==> src/rtl/onehot_rf_pkg.sv <==
package onehot_rf_pkg;
    typedef enum logic {
        WSRC_BUS0 = 1'b0,
        WSRC_BUS1 = 1'b1
    } wsrc_e;
endpackage

==> src/rtl/rf_wsrc_mux.sv <==
module rf_wsrc_mux #(
    parameter int WIDTH = 32
) (
    input  logic             src_sel,
    input  logic [WIDTH-1:0] bus0,
    input  logic [WIDTH-1:0] bus1,
    output logic [WIDTH-1:0] wdata
);
    import onehot_rf_pkg::*;

    wsrc_e src;

    always_comb begin
        src = wsrc_e'(src_sel);
        case (src)
            WSRC_BUS1: wdata = bus1;
            default:   wdata = bus0;
        endcase
    end
endmodule

==> src/rtl/rf_word_cell.sv <==
module rf_word_cell #(
    parameter int WIDTH = 32
) (
    input  logic             clk,
    input  logic             we,
    input  logic [WIDTH-1:0] wdata,
    output logic [WIDTH-1:0] q
);
    typedef struct packed {
        logic [WIDTH-1:0] data;
    } cell_t;

    cell_t cell_d, cell_q;

    always_comb begin
        cell_d = cell_q;
        if (we) begin
            cell_d.data = wdata;
        end
    end

    always_ff @(posedge clk) begin
        cell_q <= cell_d;
    end

    assign q = cell_q.data;
endmodule

==> src/rtl/rf_read_or.sv <==
module rf_read_or #(
    parameter int WORDS = 8,
    parameter int WIDTH = 32
) (
    input  logic [WORDS-1:0]            sel,
    input  logic [WORDS-1:0][WIDTH-1:0] words,
    output logic [WIDTH-1:0]            dout
);
    always_comb begin
        dout = '0;
        for (int k = 0; k < WORDS; k++) begin
            dout = dout | (words[k] & {WIDTH{sel[k]}});
        end
    end
endmodule

==> src/rtl/onehot_regfile.sv <==
module onehot_regfile #(
    parameter int WORDS     = 8,
    parameter int WIDTH     = 32,
    parameter int ZERO_WORD = 1
) (
    input  logic             clk,
    input  logic             wr_bus_sel,
    input  logic [WORDS-1:0] rd_sel,
    input  logic [WORDS-1:0] wr_sel,
    input  logic [WIDTH-1:0] wr_bus0,
    input  logic [WIDTH-1:0] wr_bus1,
    output logic [WIDTH-1:0] rd_data
);
    localparam int FIRST_STORED = (ZERO_WORD != 0) ? 1 : 0;

    logic [WIDTH-1:0]            wdata;
    logic [WORDS-1:0][WIDTH-1:0] words;

    rf_wsrc_mux #(.WIDTH(WIDTH)) u_wsrc (
        .src_sel (wr_bus_sel),
        .bus0    (wr_bus0),
        .bus1    (wr_bus1),
        .wdata   (wdata)
    );

    generate
        if (ZERO_WORD != 0) begin : g_hard_zero
            assign words[0] = '0;
        end
        for (genvar k = FIRST_STORED; k < WORDS; k++) begin : g_word
            rf_word_cell #(.WIDTH(WIDTH)) u_cell (
                .clk   (clk),
                .we    (wr_sel[k]),
                .wdata (wdata),
                .q     (words[k])
            );
        end
    endgenerate

    rf_read_or #(.WORDS(WORDS), .WIDTH(WIDTH)) u_read (
        .sel   (rd_sel),
        .words (words),
        .dout  (rd_data)
    );
endmodule

==> config.mk <==
export PLATFORM = sky130hd
export DESIGN_NAME = onehot_regfile
export DESIGN_NICKNAME = d
export VERILOG_FILES = /design/src/rtl/onehot_rf_pkg.sv /design/src/rtl/rf_wsrc_mux.sv /design/src/rtl/rf_word_cell.sv /design/src/rtl/rf_read_or.sv /design/src/rtl/onehot_regfile.sv
export SDC_FILE = /design/constraint.sdc
export NUM_CORES = 1
export LEC_CHECK = 0
export ABC_AREA = 1
export BUFFER_PORTS_ARGS = -buffer_cell sky130_fd_sc_hd__buf_4
export CAP_MARGIN = 5
export CORE_ASPECT_RATIO = 1.75
export CORE_MARGIN = 4
export CORE_UTILIZATION = 49
export DETAILED_ROUTE_END_ITERATION = 10
export PLACE_DENSITY = 0.69
export SLEW_MARGIN = 20
export SYNTH_ARGS = -nofsm -noshare
export SYNTH_HDL_FRONTEND = slang
export SYNTH_HIERARCHICAL = 1
export SYNTH_SLANG_ARGS = --single-unit
==> constraint.sdc <==
create_clock -name clk -period 1.1 [get_ports clk]
set_clock_uncertainty 0.05 [all_clocks]
set_input_delay 0.11 -clock clk [delete_from_list [all_inputs] [get_ports clk]]
set_output_delay 0.11 -clock clk [all_outputs]
set_load 0.005 [all_outputs]
## After elaboration in Yosys (flattened, before gate mapping)

Index checks and enable logic that the tools add are counted.
W data, S select, Z words.

- Bits of input ports: 82
- Output and inout bits: 32
- Register bits after elaboration: 224
- Word-level logic and storage cells: 21

- Bitwise gates (word level): 13
- Multiplexer cells: 1

Operators by type and width:

| cell | count |
|---|---|
| $and A32 B32 Y32 | 7 |
| $or A32 B32 Y32 | 6 |
| $mux W32 | 1 |

## Logic depth before layout (Yosys ltp)

- Depth in word-level cells: 7
- Mapped depth: 5
- Mapped depth without buffers: 4

## Cells and area by module

The synthesis kept the hierarchy.

Modules (own cells, without submodules):

| module | sequential area each (um2) | instances | cells each | area an instance (um2) |
|---|---|---|---|---|
| rf_word_cell | 960.9 | 7 | 32 | 960.9 |
| rf_read_or | 0.0 | 1 | 504 | 2,037.0 |
| rf_wsrc_mux | 0.0 | 1 | 104 | 491.7 |
| onehot_regfile | 0.0 | 1 | 1 | 3.8 |

## Worst setup path after synthesis

OpenSTA, ideal clock, no wires.

- Path kind: input -> register
- Start: input port wr_bus_sel
- End: register g_word[1].u_cell.cell_q (netlist bit g_word[1].u_cell/q[0]) (data pin)
- Setup slack: 0.245 ns
- Data arrival time: 0.526 ns
- Path buffers: 2
- Library setup time: 0.279 ns
- Stages on the path: 5
- Required time: 0.771 ns
- Path through: buf_6 > inv_8 > buf_12 > nand2_2 > nand2_1

- Cells in the longest elaborated chain, start to end: 1

RTL lines:

| element | line | text |
|---|---|---|
| from (decl) | onehot_regfile.sv:7 | `input logic wr_bus_sel,` |
| $mux W32 | rf_wsrc_mux.sv:15 | `case (src)` |
| via wdata[0] | onehot_regfile.sv:16 | `logic [WIDTH-1:0] wdata;` |
| to (signal assigned) | rf_word_cell.sv:23 | `cell_q <= cell_d;` |
| to (decl) | rf_word_cell.sv:13 | `cell_t cell_d, cell_q;` |

The timed path passes the listed nets, and every way through them passes these cells.
A chain may end at the register's enable or synchronous reset.

## Final worst setup path

- Start: register g_word[7].u_cell.cell_q (netlist bit g_word[7].u_cell/q[15])
- End: output port rd_data[15]

- Cells in the longest elaborated chain, start to end: 2

RTL lines:

| element | line | text |
|---|---|---|
| from (decl) | rf_word_cell.sv:13 |  |
| from (signal assigned) | rf_word_cell.sv:23 |  |
| $and A32 B32 Y32 | rf_read_or.sv:12 | `dout = dout \| (words[k] & {WIDTH{sel[k]}});` |
| $or A32 B32 Y32 | rf_read_or.sv:12 |  |
| to (decl) | onehot_regfile.sv:12 | `output logic [WIDTH-1:0] rd_data` |

No other way between the ends.

==> implementation parameters <==
Parameter                              Value

Outcome
  Result of the run ... complete, but fails checks
  Violated checks ... setup timing

Clocking
  CTS clock-pin slew for the worst setup and hold paths ... 0.07 ns
  Number of clock sinks seen by CTS ... about 220
  Clock tree from TritonCTS ... done
  Largest buffer count on any clock path ... 3
  Depth of the CTS H-tree ... 1
  Cell at the root of the clock tree ... clkbuf_16
  Buffers inserted during post-CTS setup optimization ... 0
  Number of buffers inserted during clock tree synthesis ... 19

Placement
  Setup slack after placement ... -0.0437 ns
  Weighted congestion reported at the end of routability-driven placement ... 0.721
  Cell area after placement ... between 10000 and 15000 sq um
  Half-perimeter wire length after detailed placement ... about 12000 um
  Total of buffers placed on input and output ports ... between 100 and 150
  Dpl cells ... about 1200

Cells and area
  Most used cells in the layout excluding fill and tap cells ... nand2_1, edfxtp_1, buf_4
  Antenna diode count ... 0
  Layout overhead on the synthesized area ... 22.0%
  Non-filler instance count after layout ... about 1200
  Share of post-route cells with drive strength above 1 ... 0.185
  Flip-flop count of the largest register, all copies and words added ... ~220
  Post-layout utilization of the core ... 0.608
  Cell area after layout ... about 11000 sq um
  Commonest non-fill, non-tap cell in the layout ... nand2_1
  Final-stage net count ... about 1100

Drt
  DRC violation count after routing ... 0
  Routed len/inst ... roughly 16 um
  Violation count after the first detailed-routing iteration ... 382
  Total detailed-routing wirelength ... approximately 20000 um
  Highest routed metal layer ... met4
  Router iterations before antenna repair ... 5
  Routed met3 length ... 998 um
  Met2 WL post-DR ... 11200 um
  Total via count in the routed design ... about 6000
  Count of antenna-violating nets left after detailed routing ... 0
  Routed metal-1 wire length ... roughly 7500 um
  Number of vias per cell after detailed routing ... approximately 4.8

Yosys
  Share of the yosys chip area belonging to registers ... 0.726
  Top post-synthesis cells by area ... edfxtp_1, nand2_1, nor2_1, buf_6, nand2_2
  Number of distinct standard cells referenced by the synthesized netlist ... 11
  Synth Cell Area ... approximately 9000 sq um
  Mean post-synth cell area ... about 11 sq um
  Synth area leader ... edfxtp_1
  Number of warning messages in the yosys log ... 6
  Cell count after synthesis ... roughly 830
  Yosys top cell area share ... 0.726
  #FFs+latches synth ... between 200 and 250

Floorplanning
  Starting Density ... 0.498
  Total Die Area ... approximately 21000 sq um
  I/O pins ... between 100 and 150
  Die width ... between 100 and 150 um
  Area of the core ... 18600 sq um
  Overall die height ... between 150 and 200 um
  Cell row count ... 66

GRT
  Global-route usage over all layers ... 0.189
  Overall overflow remaining after global route ... 0
  Global-route wire length before repair ... ~31000 um
  Initial antenna violation count ... 0
  Vias in the first global route ... 6042
  Maximum number of pins on one net before global-route repair ... 33

Timing
  Slack of the critical path ... -0.405 ns
  Max Clk Rate ... between 0.6 and 0.7 GHz
  Sum Neg Setup Slack ... -11.19 ns
  RSZ-0062 raised after global routing ... yes
  Worst hold slack ... around 0.011 ns
  Hold Vio Cnt, Final ... 0
  Final critical-path share of the clock period ... 1.37
  Post-layout min period ... 1.50 ns
  Final count of negative-setup-slack endpoints ... 32
  Final count of pins violating max slew ... 0

Pwr
  Leakage Power ... between 4 and 5 nW
  PD cells ... 1700 nW/um^2
  Overall Power ... between 15 and 20 mW
  Worst-case vdd ir drop ... 1.86 mV

Setup path
  Startpoint kind of the worst setup timing path ... flip-flop
  Worst Path Max Fanout ... 1
  CP required ... between 0.9 and 1 ns
  Setup Crit Path Kind ... flip-flop to primary output
  Type of element capturing the critical path ... primary output
  Crit path DAT ... 1.34 ns

Min path
  Classification of the worst-slack hold path ... primary input to flip-flop

Run
  Maximum Capacitance Violations ... 0
critical path, stage by stage, from the launching register on:
cell,delay [ns]
edfxtp_1,0.37
nand2_1,0.07
nand2_1,0.05
nor2_1,0.10
nand2_1,0.11
buf_4,0.15
layer usage:
layer | vias to the layer above | global-route usage
li1 | 2993 | -
met1 | 2821 | 0.220
met2 | 171 | 0.369
met3 | 22 | 0.0216
met4 | 0 | 0.0431
met5 | - | 0
synthesized netlist by cell type:
master / n
nand2_1: 502
edfxtp_1: 224
nor2_1: 64
buf_6: 21
nand2_2: 10
buf_2: 5
clkbuf_8: 3
buf_12: 1
buf_4: 1
conb_1: 1
inv_8: 1
layout make-up:
type | instances | area (sq um)
fillers | 1501 | 7290
well taps | 238 | 298
flip-flops and latches | 224 | 6730
multi-input cells | 608 | 2360
inverters | 1 | 11.3
clock buffers | 21 | 483
clock inverters | 11 | 133
repair buffers | 136 | 1280
final timing paths:
path / slack (ns) / to / start / cells past startpoint
hold / removal: 0.01 / g_word[3].u_cell/q[21] / wr_bus1[21] / 3
setup / recovery: -0.40 / rd_data[15] / g_word[7].u_cell/q[15] / 5
report_power, final:
| group | leakage [nW] | switching (mW) | internal (mW) |
|---|---|---|---|
| logic | 2.40 | 1.19 | 0.788 |
| clock network | 0.308 | 2.83 | 3.88 |
| registers | 2.18 | 0.186 | 10.3 |
| total | 4.90 | 4.21 | 15.0 |
cell families after synthesis:
kind of cell / count (synthesis) / synth area share
buf+inv: 32 / 0.0369
flops: 224 / 0.726
other cells: 1 / 0.000405
simple gates: 576 / 0.236
what timing repair did:
item,in CTS,in global routing
gates resized for setup,19,24
setup endpoints to repair,32,32
hold buffers,10,0
hold endpoints to repair,55,0
pin swaps,38,36
Note: power is estimated with default switching activity, not from simulation.
